File: src/rtl/pktcmd_pkg.sv
package pktcmd_pkg;

    typedef enum logic [2:0] {
        S_IDLE,
        S_ACTIVATE,
        S_RCD_WAIT,
        S_COLUMN,
        S_CCD_GAP,
        S_DRAIN
    } seq_state_t;

    // {cs_n, ras_n, cas_n, we_n}
    localparam logic [3:0] CMD_NOP   = 4'b0111;
    localparam logic [3:0] CMD_ACT   = 4'b0011;
    localparam logic [3:0] CMD_READ  = 4'b0101;
    localparam logic [3:0] CMD_WRITE = 4'b0100;

endpackage

File: src/rtl/pktcmd_deser.sv
module pktcmd_deser #(
    parameter int LANES = 4,
    parameter int PKT_W = 36
) (
    input  logic             clk,
    input  logic             rst,
    input  logic             en,
    input  logic             beat_valid,
    input  logic [LANES-1:0] beat,
    output logic             pkt_done,
    output logic [PKT_W-1:0] pkt
);
    localparam int BEATS = (PKT_W + LANES - 1) / LANES;
    localparam int SR_W  = BEATS * LANES;
    localparam int CNT_W = (BEATS > 1) ? $clog2(BEATS) : 1;

    logic [SR_W-LANES-1:0] hold_q;
    logic [SR_W-1:0]       word;
    logic [CNT_W-1:0]      beat_cnt_q;

    // Earlier beats sit in the upper bits; the live beat completes the word.
    assign word     = {hold_q, beat};
    assign pkt      = word[PKT_W-1:0];
    assign pkt_done = en && beat_valid && (beat_cnt_q == CNT_W'(BEATS - 1));

    always_ff @(posedge clk) begin
        if (rst) begin
            hold_q     <= '0;
            beat_cnt_q <= '0;
        end else if (en && beat_valid) begin
            hold_q     <= word[SR_W-LANES-1:0];
            beat_cnt_q <= pkt_done ? '0 : beat_cnt_q + CNT_W'(1);
        end
    end
endmodule

File: src/rtl/pktcmd_seq.sv
module pktcmd_seq
    import pktcmd_pkg::*;
#(
    parameter int BL_W     = 8,
    parameter int BANK_W   = 3,
    parameter int COL_W    = 10,
    parameter int ROW_W    = 14,
    parameter int ADDR_W   = 16,
    parameter int AP_BIT   = 10,
    parameter int COL_STEP = 8,
    parameter int TRCD     = 10,
    parameter int TCCD     = 4,
    parameter int CL       = 10
) (
    input  logic              clk,
    input  logic              rst,
    input  logic              pkt_done,
    input  logic [BL_W-1:0]   burst_i,
    input  logic [BANK_W-1:0] bank_i,
    input  logic [COL_W-1:0]  col_i,
    input  logic [ROW_W-1:0]  row_i,
    input  logic              wr_i,
    output logic [3:0]        cmd,
    output logic [BANK_W-1:0] bank,
    output logic [ADDR_W-1:0] addr,
    output logic              col_pulse,
    output logic              is_wr,
    output logic              ready
);
    localparam int DRAIN_LEN = CL + TCCD;
    localparam int WAIT_MAX  = (TRCD > DRAIN_LEN) ? TRCD : DRAIN_LEN;
    localparam int CNT_W     = $clog2(WAIT_MAX + 1);

    seq_state_t        state_q, state_d;
    logic [CNT_W-1:0]  cnt_q;
    logic [BL_W-1:0]   rem_q;
    logic [BANK_W-1:0] bank_q;
    logic [COL_W-1:0]  col_q;
    logic [ROW_W-1:0]  row_q;
    logic              wr_q;
    logic              last_col;

    assign last_col = (rem_q == '0);

    // State register
    always_ff @(posedge clk) begin
        if (rst) state_q <= S_IDLE;
        else     state_q <= state_d;
    end

    // Transitions
    always_comb begin
        state_d = state_q;
        unique case (state_q)
            S_IDLE:     if (pkt_done) state_d = S_ACTIVATE;
            S_ACTIVATE: state_d = S_RCD_WAIT;
            S_RCD_WAIT: if (cnt_q == '0) state_d = S_COLUMN;
            S_COLUMN:   state_d = last_col ? S_DRAIN : S_CCD_GAP;
            S_CCD_GAP:  if (cnt_q == '0) state_d = S_COLUMN;
            S_DRAIN:    if (cnt_q == '0) state_d = S_IDLE;
            default:    state_d = S_IDLE;
        endcase
    end

    // Latched packet fields and timing counters
    always_ff @(posedge clk) begin
        if (rst) begin
            cnt_q  <= '0;
            rem_q  <= '0;
            bank_q <= '0;
            col_q  <= '0;
            row_q  <= '0;
            wr_q   <= 1'b0;
        end else begin
            unique case (state_q)
                S_IDLE: if (pkt_done) begin
                    rem_q  <= burst_i;
                    bank_q <= bank_i;
                    col_q  <= col_i;
                    row_q  <= row_i;
                    wr_q   <= wr_i;
                end
                S_ACTIVATE: cnt_q <= CNT_W'(TRCD - 2);
                S_COLUMN: begin
                    col_q <= col_q + COL_W'(COL_STEP);
                    rem_q <= rem_q - BL_W'(1);
                    cnt_q <= last_col ? CNT_W'(DRAIN_LEN - 2) : CNT_W'(TCCD - 2);
                end
                S_RCD_WAIT, S_CCD_GAP, S_DRAIN:
                    if (cnt_q != '0) cnt_q <= cnt_q - CNT_W'(1);
                default: ;
            endcase
        end
    end

    // Outputs
    always_comb begin
        cmd  = CMD_NOP;
        bank = '0;
        addr = '0;
        unique case (state_q)
            S_ACTIVATE: begin
                cmd              = CMD_ACT;
                bank             = bank_q;
                addr[ROW_W-1:0]  = row_q;
            end
            S_COLUMN: begin
                cmd              = wr_q ? CMD_WRITE : CMD_READ;
                bank             = bank_q;
                addr[COL_W-1:0]  = col_q;
                addr[AP_BIT]     = last_col;
            end
            default: ;
        endcase
    end

    assign col_pulse = (state_q == S_COLUMN);
    assign ready     = (state_q == S_IDLE);
    assign is_wr     = wr_q;
endmodule

File: src/rtl/pktcmd_dwin.sv
module pktcmd_dwin #(
    parameter int CL   = 10,
    parameter int TCCD = 4
) (
    input  logic clk,
    input  logic rst,
    input  logic col_pulse,
    input  logic is_wr,
    output logic wr_win,
    output logic rd_win
);
    localparam int HIST_W = CL + TCCD - 1;

    // hist_q[i] is set when a column command was issued i+1 cycles ago.
    logic [HIST_W-1:0] hist_q;
    logic              active;

    always_ff @(posedge clk) begin
        if (rst) hist_q <= '0;
        else     hist_q <= {hist_q[HIST_W-2:0], col_pulse};
    end

    assign active = |hist_q[HIST_W-1:CL-1];
    assign wr_win = active && is_wr;
    assign rd_win = active && !is_wr;
endmodule

File: src/rtl/pktcmd_dram_rx.sv
module pktcmd_dram_rx #(
    parameter int LANES    = 4,
    parameter int BL_W     = 8,
    parameter int BANK_W   = 3,
    parameter int COL_W    = 10,
    parameter int ROW_W    = 14,
    parameter int ADDR_W   = 16,
    parameter int DQ_W     = 64,
    parameter int TRCD     = 10,
    parameter int TCCD     = 4,
    parameter int CL       = 10
) (
    input  logic                       clk,
    input  logic                       rst,
    input  logic                       cmd_valid,
    input  logic [LANES-1:0]           cmd_lanes,
    output logic                       cmd_ready,
    output logic [BANK_W+ADDR_W+5:0]   dram_ca,
    output logic [DQ_W-1:0]            dq_out,
    output logic                       dq_oe,
    input  logic [DQ_W-1:0]            dq_in,
    input  logic [DQ_W-1:0]            wr_data,
    output logic [DQ_W-1:0]            rd_data,
    output logic                       rd_valid
);
    localparam int PKT_W  = BL_W + BANK_W + COL_W + ROW_W + 1;
    localparam int ROW_LO = 1;
    localparam int COL_LO = ROW_LO + ROW_W;
    localparam int BNK_LO = COL_LO + COL_W;
    localparam int BL_LO  = BNK_LO + BANK_W;

    logic [PKT_W-1:0]  pkt;
    logic              pkt_done;
    logic [3:0]        cmd;
    logic [BANK_W-1:0] bank;
    logic [ADDR_W-1:0] addr;
    logic              col_pulse, is_wr, wr_win, rd_win;

    pktcmd_deser #(.LANES(LANES), .PKT_W(PKT_W)) u_deser (
        .clk(clk), .rst(rst), .en(cmd_ready), .beat_valid(cmd_valid),
        .beat(cmd_lanes), .pkt_done(pkt_done), .pkt(pkt)
    );

    pktcmd_seq #(
        .BL_W(BL_W), .BANK_W(BANK_W), .COL_W(COL_W), .ROW_W(ROW_W),
        .ADDR_W(ADDR_W), .AP_BIT(10), .COL_STEP(8),
        .TRCD(TRCD), .TCCD(TCCD), .CL(CL)
    ) u_seq (
        .clk(clk), .rst(rst), .pkt_done(pkt_done),
        .burst_i(pkt[BL_LO +: BL_W]),
        .bank_i (pkt[BNK_LO +: BANK_W]),
        .col_i  (pkt[COL_LO +: COL_W]),
        .row_i  (pkt[ROW_LO +: ROW_W]),
        .wr_i   (pkt[0]),
        .cmd(cmd), .bank(bank), .addr(addr),
        .col_pulse(col_pulse), .is_wr(is_wr), .ready(cmd_ready)
    );

    pktcmd_dwin #(.CL(CL), .TCCD(TCCD)) u_dwin (
        .clk(clk), .rst(rst), .col_pulse(col_pulse), .is_wr(is_wr),
        .wr_win(wr_win), .rd_win(rd_win)
    );

    assign dram_ca  = {cmd, bank, addr, wr_win, 1'b1};
    assign dq_out   = wr_data;
    assign dq_oe    = wr_win;
    assign rd_data  = dq_in;
    assign rd_valid = rd_win;
endmodule

File: config.mk
export PLATFORM = sky130hd
export DESIGN_NAME = pktcmd_dram_rx
export DESIGN_NICKNAME = d
export VERILOG_FILES = /design/src/rtl/pktcmd_pkg.sv /design/src/rtl/pktcmd_deser.sv /design/src/rtl/pktcmd_seq.sv /design/src/rtl/pktcmd_dwin.sv /design/src/rtl/pktcmd_dram_rx.sv
export SDC_FILE = /design/constraint.sdc
export NUM_CORES = 1
export LEC_CHECK = 0
export ABC_AREA = 1
export BUFFER_PORTS_ARGS = -buffer_cell sky130_fd_sc_hd__buf_2
export CORE_AREA = 2 2 113 115
export CTS_CLUSTER_DIAMETER = 40
export DETAILED_ROUTE_END_ITERATION = 7
export DIE_AREA = 0 0 115 117
export GPL_TIMING_DRIVEN = 0
export PLACE_DENSITY = 0.76
export SETUP_SLACK_MARGIN = 0.2
export SKIP_CTS_REPAIR_TIMING = 1
export SLEW_MARGIN = 20
export SYNTH_ARGS = -nofsm -noshare
export SYNTH_HDL_FRONTEND = slang
export SYNTH_SLANG_ARGS = --single-unit
File: constraint.sdc
create_clock -name clk -period 1.5 [get_ports clk]
set_input_delay 0.3 -clock clk [delete_from_list [all_inputs] [get_ports clk]]
set_output_delay 0.3 -clock clk [all_outputs]
set_load 0.02 [all_outputs]
Word-level counts from Yosys, hierarchy flattened
Index checks and enable logic that the tools add are counted.
- register bits after elaboration: 92
- latch bits: 0
- memory bits (writable): 0
- bits in read-only memories: 0
- bits of input ports: 135
- output and inout port bits: 156
- word-level logic and storage cells: 61
- memories: 0
- add/sub/neg operators: 4
- multiply operators: 0
- div/mod/pow operators: 0
- order comparisons: 0
- eq/ne operators: 10
- shift operators: 0
- muxes and demuxes: 18
- bitwise operators: 0
- reductions and logical operators: 19
- operators with widths (cell ; number):
    one-hot mux 11 bit (2 select lines) ; 1
    one-hot mux 10 bit (2 select lines) ; 1
    one-hot mux 8 bit (2 select lines) ; 1
    2-to-1 mux 3 bit ; 5
    one-hot mux 3 bit (5 select lines) ; 1
    2-to-1 mux 4 bit ; 3
    one-hot mux 4 bit (3 select lines) ; 1
    adder 10 x 4 -> 10 bit (second input constant) ; 1
    2-to-1 mux 10 bit ; 1
    logical NOT 8 bit ; 1
    2-to-1 mux 8 bit ; 1
    one-hot mux 4 bit (2 select lines) ; 1
    subtractor 8 x 1 -> 8 bit (second input constant) ; 1
    == test 3 x 2 -> 1 bit (second input constant) ; 2
    == test 3 bit (second input constant) ; 2
    inequality test 2 x 1 -> 1 bit (second input constant) ; 3
    AND reduction 2 bit ; 3
    adder 4 x 1 -> 4 bit (second input constant) ; 1
    == test 4 bit (second input constant) ; 1
    logical AND 1 bit ; 4
    logical NOT 4 bit ; 1
    nonzero test 4 bit ; 1
    OR reduction 2 bit ; 2
    OR reduction 4 bit ; 1
    10 further kinds ; 11

Logic depth before layout (Yosys ltp)
Gate-level depths: netlist of run 1.
- depth in word-level cells: 5
- depth in mapped cells: 12

Cells and area by module
From an unflattened synthesis of run 1, not the netlist that was laid out.
- cells, all modules: 695
- area total of the unflattened synthesis: 5136.2 um^2
- by module, submodules not included (module ; times used ; cells each ; area each (um^2) ; sequential area each (um^2)):
    pktcmd_seq ; 1 ; 343 ; 2342.2 ; 860.8
    pktcmd_deser ; 1 ; 176 ; 1423.9 ; 720.7
    pktcmd_dram_rx ; 1 ; 131 ; 979.7 ; 0.0
    pktcmd_dwin ; 1 ; 45 ; 390.4 ; 260.2

Worst setup path after synthesis of run 1
OpenSTA, ideal clock, no wires.
- kind: register to output
- from: register u_seq.state_q[0]
- to: output dram_ca[11]
- data arrival time: 1487 ps
- data required time: 1200 ps
- path slack: -287 ps
- stages on the path, launching flop included: 6
- cells stage by stage: dfxtp_1 -> inv_2 -> nor2_2 -> nand2_1 -> clkbuf_1 -> o21ai_0
- cells in the longest elaborated chain, start to end: 2
- elaborated cells between the ends (all ways): 3
- classes of those cells: eq/ne (2); mux (1)
- RTL lines (item ; line ; source):
    start: declaration ; pktcmd_seq.sv:34 ; seq_state_t state_q, state_d;
    start signal: assignment ; pktcmd_seq.sv:48 ; else state_q <= state_d;
    == test 3 x 2 -> 1 bit / == test 3 x 1 -> 1 bit (equally long branches) ; pktcmd_seq.sv:101 ; unique case (state_q)
    one-hot mux 11 bit (2 select lines) (*) ; pktcmd_seq.sv:101 ;
    end: declaration ; pktcmd_dram_rx.sv:18 ; output logic [BANK_W+ADDR_W+5:0] dram_ca,
Mark *: on every way between the ends. The rest lies on a longest branch, timed or not.

Final worst setup path of run 1
- from: register u_seq.state_q[1]
- to: register u_seq.rem_q[0]
- cells in the longest elaborated chain, start to end: 5
- elaborated cells between the ends (all ways): 8
- classes of those cells: eq/ne (2); mux (1); reduce/logical (5)
- RTL lines (item ; line ; source):
    logical NOT 3 bit ; pktcmd_seq.sv:75, pktcmd_seq.sv:118 ;
    logical AND 1 bit (2 in series) ; pktcmd_deser.sv:24 ; assign pkt_done = en && beat_valid && (beat_cnt_q == CNT_W'(BEATS - 1));
    inequality test 2 bit (no source line) ; n/a ;
    AND reduction 2 bit (no source line) ; n/a ;
    end signal: assignment ; pktcmd_seq.sv:77 ; rem_q <= burst_i;
    end signal: assignment ; pktcmd_seq.sv:86 ; rem_q <= rem_q - BL_W'(1);
    end: declaration ; pktcmd_seq.sv:36 ; logic [BL_W-1:0] rem_q;
Parallel ways exist; a longest one is shown, timed or not.
A chain may end at the register's enable or synchronous reset.

==> results of run 1 <==
[how the worst max path moves through the flow]
stage                endpoint             start  depth (start not counted)
2_1_floorplan     dram_ca[11]  u_seq.state_q[0]                          5
3_3_place_gp   u_seq.rem_q[3]         cmd_valid                          9
6_report       u_seq.rem_q[0]  u_seq.state_q[1]                          9
4_1_cts           dram_ca[12]    u_seq.rem_q[0]                          7
3_5_place_dp   u_seq.rem_q[3]         cmd_valid                          9
5_1_grt        u_seq.rem_q[0]  u_seq.state_q[1]                          9
[cells in the final DEF, fill, tap and decap left out, types with 2 or more instances in the layout]
master,netlist,final
o21ai_1,3,8
buf_2,8,137
clkbuf_16,0,15
ha_1,5,4
nand2_4,0,20
dfxtp_1,92,84
inv_1,57,54
buf_8,0,8
a21oi_2,0,31
nor2_2,3,8
o21ai_2,0,17
dfxtp_2,0,5
clkbuf_1,15,10
clkbuf_2,0,2
nor2_1,77,58
nand4_1,2,2
o21ai_4,0,7
inv_4,0,3
o21ai_0,40,11
nor2_4,2,16
nand3_1,62,56
dfxtp_4,0,3
buf_4,139,166
clkinvlp_4,0,4
a22oi_2,0,2
buf_6,0,45
nor3_1,2,2
inv_2,3,2
nand3_2,2,6
nand2_2,2,16
a21oi_1,63,32
nand2_1,107,72
nand3_4,0,2
buf_1,4,4
conb_1,2,4
[sequential cells by signal, summed over array words and instances, names as in the netlist, 3 cells and up]
register,flops
u_deser.hold_q,32
u_seq.row_q,14
u_dwin.hist_q,13
u_seq.col_q,10
u_seq.rem_q,8
u_deser.beat_cnt_q,4
u_seq.cnt_q,4
u_seq.bank_q,3
u_seq.state_q,3
[cell type report]
cell class | instances | area, sq um
Fill cell | 933 | 4480
Multi-Input combinational cell | 385 | 2470
Sequential cell | 92 | 1860
Timing Repair Buffer | 211 | 1480
Buffer | 166 | 1310
Clock buffer | 13 | 250
Inverter | 61 | 245
Tap cell | 150 | 188
Clock inverter | 3 | 22.5
[per-stage QoR]
step	setup slack, ps	instances	cell area (sq um)	power (uW)	TNS [ps]
4_1_cts	-495	1027	6400	7750	-7650
2_1_floorplan	159	704	5150	4990	0
3_3_place_gp	-165	1011	6130	5630	-5130
5_1_grt	-441	1081	7830	10600	-25950
3_5_place_dp	-140	1011	6130	5670	-4160
6_report	-404	1081	7830	10200	-21930
[cell families (layout without fill, tap and decap cells)]
kind of cell	after synthesis	after routing	share of synthesized area, %
fa+ha+maj	5	5	1.25
other cells	2	4	0.150
buf+inv	227	454	27.6
flops	92	92	36.8
simple gates	264	264	22.6
compound gates	110	110	11.2
xor+xnor	2	2	0.350
[critical path, cell delays in order (launching register included)]
cell       delay (ps)
dfxtp_4           370
buf_6             120
nor2_4            170
buf_6             130
nand3_4           110
nor2_4            270
buf_8             200
clkbuf_16         170
a22oi_2            50
a21oi_1           220
[metal layers]
metal  part of all wire, %  track usage (%)
met1                    34             22.0
met2                    53             34.3
met3                   8.5             3.81
met4                   4.6             5.62
met5                     0                0
[report_power, final]
group,total [uW],internal [uW],switching [uW],leakage (uW)
registers,2910,2670,242,0.000748
clock network,2160,1170,989,0.000122
logic,5080,2360,2720,0.00281
==> results.yml, run 1 <==
floorplan:
  die_height_microns: 117
  die_w_microns: 115
  start_util_pct: 40.7
  ioPinCount: 291
  dieArea_sq_um: 13500
  core_sq_um: 12300
  num_rows: 41
route:
  final_antenna_net_count: 0
  vias: 5542
  drc: 0
  wl_per_cell_microns: 17.0
  wl_mm: 18.3
  viasPerCell: 5.13
  drt_iter0_markers: 460
  detail_route.first_pass.iterations: 6
timing:
  tightest_slew_ps: 760
  report.final.slew_viol_count: 0
  max_freq_mhz: 525
  period_needed_ps: 1900
  hold_viol: 0
  setup_ws_ps: -404
  final.period_utilization_pct: 127
  setup_violations: 93
  maxSlewHeadroom_pct: 49.3
  clock-skew-final_ps: 14.3
  timing.hold.ws_ps: 213
  rsz0062_at_grt: "yes"
setup_path:
  critPathArrivalTime_ps: 2170
  cp_max_fo: 7
  rrSetupSlack_ps: -400
  crit_type: "reg2reg"
  end_kind: "flop"
  startpoint_type: "flop"
  reg2reg_from: "u_seq.state_q[1]"
  required_ps: 1760
  timing.rr.end: "u_seq.rem_q[0]"
  reg2reg_depth: 9
hold_path:
  hold_end: "u_seq.row_q[1]"
  hold_path.class: "in2reg"
  worstHoldStart: "cmd_lanes[2]"
  min_path_cells: 3
placement:
  post-dp-hpwl_mm: 10.3
  gp_congestion: 0.881
  io_buffers: 157
run:
  maxCapViolCount: 0
cts:
  clkLatencyLatePin_ps: 360
  cts_tree: "done"
  clkSlewWorstSetupHoldPaths_ps: 70
  clock-sinks: 92
  htree_num_levels: 3
  clock_path_buffers: 2
  root_buffer: "clkbuf_16"
  cts_buffers: 9
synth:
  synthDominantCellAreaShare_pct: 36.8
  synth_cells: 702
  synth_cell_types: 31
  yosysTopAreaCell: "dfxtp_1"
  netlist_area_sq_um: 5010
  synthMostInstantiatedCell: "buf_4"
  synth_area_leaders: "dfxtp_1 37%, buf_4 21%, nand2_1 8.0%, a21oi_1 6.3%, nand3_1 6.2%"
  synth-seq-cells: 92
  yosysWarnings: 0
  seq_area_frac_synth_pct: 36.8
  synth_flop_cell: "dfxtp_1"
  ys_async_sr_fraction_pct: 0
  synth_commonest_cells: "139 x buf_4, 107 x nand2_1, 92 x dfxtp_1"
  syn_avg_cell_area_sq_um: 7.13
  synth-edff-count: 0
final_layout:
  fin_nets: 1066
  antenna_cells: 0
  final_util_pct: 63.6
  area_growth_pct: 56.3
  drive_gt1_share_pct: 56.6
global_route:
  grt_pass1_vias: 4107
  grt_pass1_wl_mm: 19.6
  grt_overflow: 0
  antenna_found_initial: 0
  track_usage_pct: 18.7
  grt_start_max_net_pins: 15
outcome:
  status: "complete, but fails checks"
  violations: "negative setup slack"
pwr:
  power.density_nw_per_um2: 1300
  p_leak_uw: 0.00368
  peakVddDrop_mv: 0.909
Power figures use the tool's default switching activity.
==> run 2: changes to the inputs <==
Settings changed: CAP_MARGIN set to 20, SETUP_SLACK_MARGIN 0.2 to 0.4.
==> results.yml, run 2 (same netlist as run 1, synthesis figures left out) <==
floorplan:
  die_w_microns: 115
  die_height_microns: 117
  ioPinCount: 291
  num_rows: 41
  start_util_pct: 40.7
  dieArea_sq_um: 13500
  core_sq_um: 12300
setup_path:
  crit_type: "reg2out"
  required_ps: 1200
  reg2reg_depth: 8
  end_kind: "output port"
  critPathArrivalTime_ps: 1530
  startpoint_type: "flop"
  cp_max_fo: 6
hold_path:
  min_path_cells: 3
  hold_path.class: "in2reg"
final_layout:
  area_growth_pct: 58.3
  largest_reg_flops: 32
  fin_area_sq_um: 7930
  antenna_cells: 0
  reg_top3: "u_deser.hold_q x32, u_seq.row_q x14, u_dwin.hist_q x13"
  mostFrequentLayoutCells: "160 x buf_4, 135 x buf_2, 83 x dfxtp_1"
  fillerInstances: 932
  drive_gt1_share_pct: 60.4
  final_common_cell: "buf_4"
  fin_nets: 1053
  top_register: "u_deser.hold_q"
route:
  wl_per_cell_microns: 16.7
  detail_route.first_pass.iterations: 6
  viasPerCell: 5.24
  wl_mm: 17.8
  drc: 0
  vias: 5591
  final_antenna_net_count: 0
  drt_iter0_markers: 495
timing:
  tns_ps: -10520
  report.final.slew_viol_count: 0
  setup_violations: 81
  period_needed_ps: 1830
  tightest_slew_ps: 823
  clock-skew-final_ps: 6.24
  max_freq_mhz: 545
  timing.hold.ws_ps: 220
  maxSlewHeadroom_pct: 45.1
  final.period_utilization_pct: 122
  hold_viol: 0
  setup_ws_ps: -334
  rsz0062_at_grt: "yes"
global_route:
  grt_overflow: 0
  grt_pass1_vias: 4063
  grt_pass1_wl_mm: 19.6
  grt_start_max_net_pins: 17
  track_usage_pct: 18.3
  antenna_found_initial: 0
cts:
  clkLatencyLatePin_ps: 350
  clock_path_buffers: 2
  root_buffer: "clkbuf_16"
  htree_num_levels: 3
  clock-sinks: 92
  cts_buffers: 9
  cts_tree: "done"
  clkSlewWorstSetupHoldPaths_ps: 70
pwr:
  peakVddDrop_mv: 1.22
  p_leak_uw: 0.00369
  power.density_nw_per_um2: 1240
placement:
  placed_area_sq_um: 6260
  gp_congestion: 0.868
  post-dp-hpwl_mm: 10.0
  io_buffers: 157
run:
  maxCapViolCount: 0
outcome:
  violations: "negative setup slack"
  status: "complete, but fails checks"
[run 2: changes by cell type in the layout (fill, tap and decap cells not counted), moves of 4 or more]
cell	previous run	this run
nand2_4	20	28
buf_4	166	160
a21oi_2	31	43
buf_6	45	33
nand2_1	72	57
clkbuf_1	10	6
nand2_2	16	23
a21oi_1	32	20
inv_2	2	8
inv_1	54	49
[run 2: path summary, 6_finish.rpt]
path,start,to,slack (ps)
min,cmd_lanes[1],u_seq.row_q[0],220
min reg2reg,u_dwin.hist_q[6],u_dwin.hist_q[7],410
max,u_seq.state_q[2],dram_ca[4],-330
max reg2reg,u_seq.state_q[2],u_seq.rem_q[1],-200
[run 2: area by class of cell]
type	instances	area [sq um]	share of cell area (%)
plain buffers	166	1330	16.8
clock buffers	9	225	2.84
clock inverters	6	46.3	0.584
inverters	61	241	3.05
multi-input cells	385	2620	33.0
flip-flops and latches	92	1860	23.5
well taps	150	188	2.37
repair buffers	198	1420	17.9
[run 2: through the flow]
stage                     worst slack, ps  std cells  power [uW]  util (%)
final                                -334       1067        9870      64.4
after global placement               -201       1011        5840      50.9
after global routing                 -363       1067       10300      64.4
after CTS                            -423       1026        7970      53.1
after detailed placement             -190       1011        5870      50.9
after floorplan                       173        704        5190         -
[run 2: worst max-delay path: stages, from the launching register on]
cell and delay, ps:
dfxtp_4 370, inv_4 60, nand2_4 70, nor2_4 230, buf_8 190, nand2_2 80
nand2_2 70, buf_6 120
[run 2: where the power goes]
part / total, uW / leakage [uW] / internal, uW / switching [uW]
logic: 4790 / 0.00282 / 2100 / 2700
clock network: 2160 / 0.000125 / 1130 / 1030
registers: 2920 / 0.000749 / 2670 / 242
[run 2: layer usage]
metal	part of all wire, %	GRT usage [%]
met1	34	22.5
met2	51	32.7
met3	9.0	2.52
met4	6.0	6.91
met5	0	0
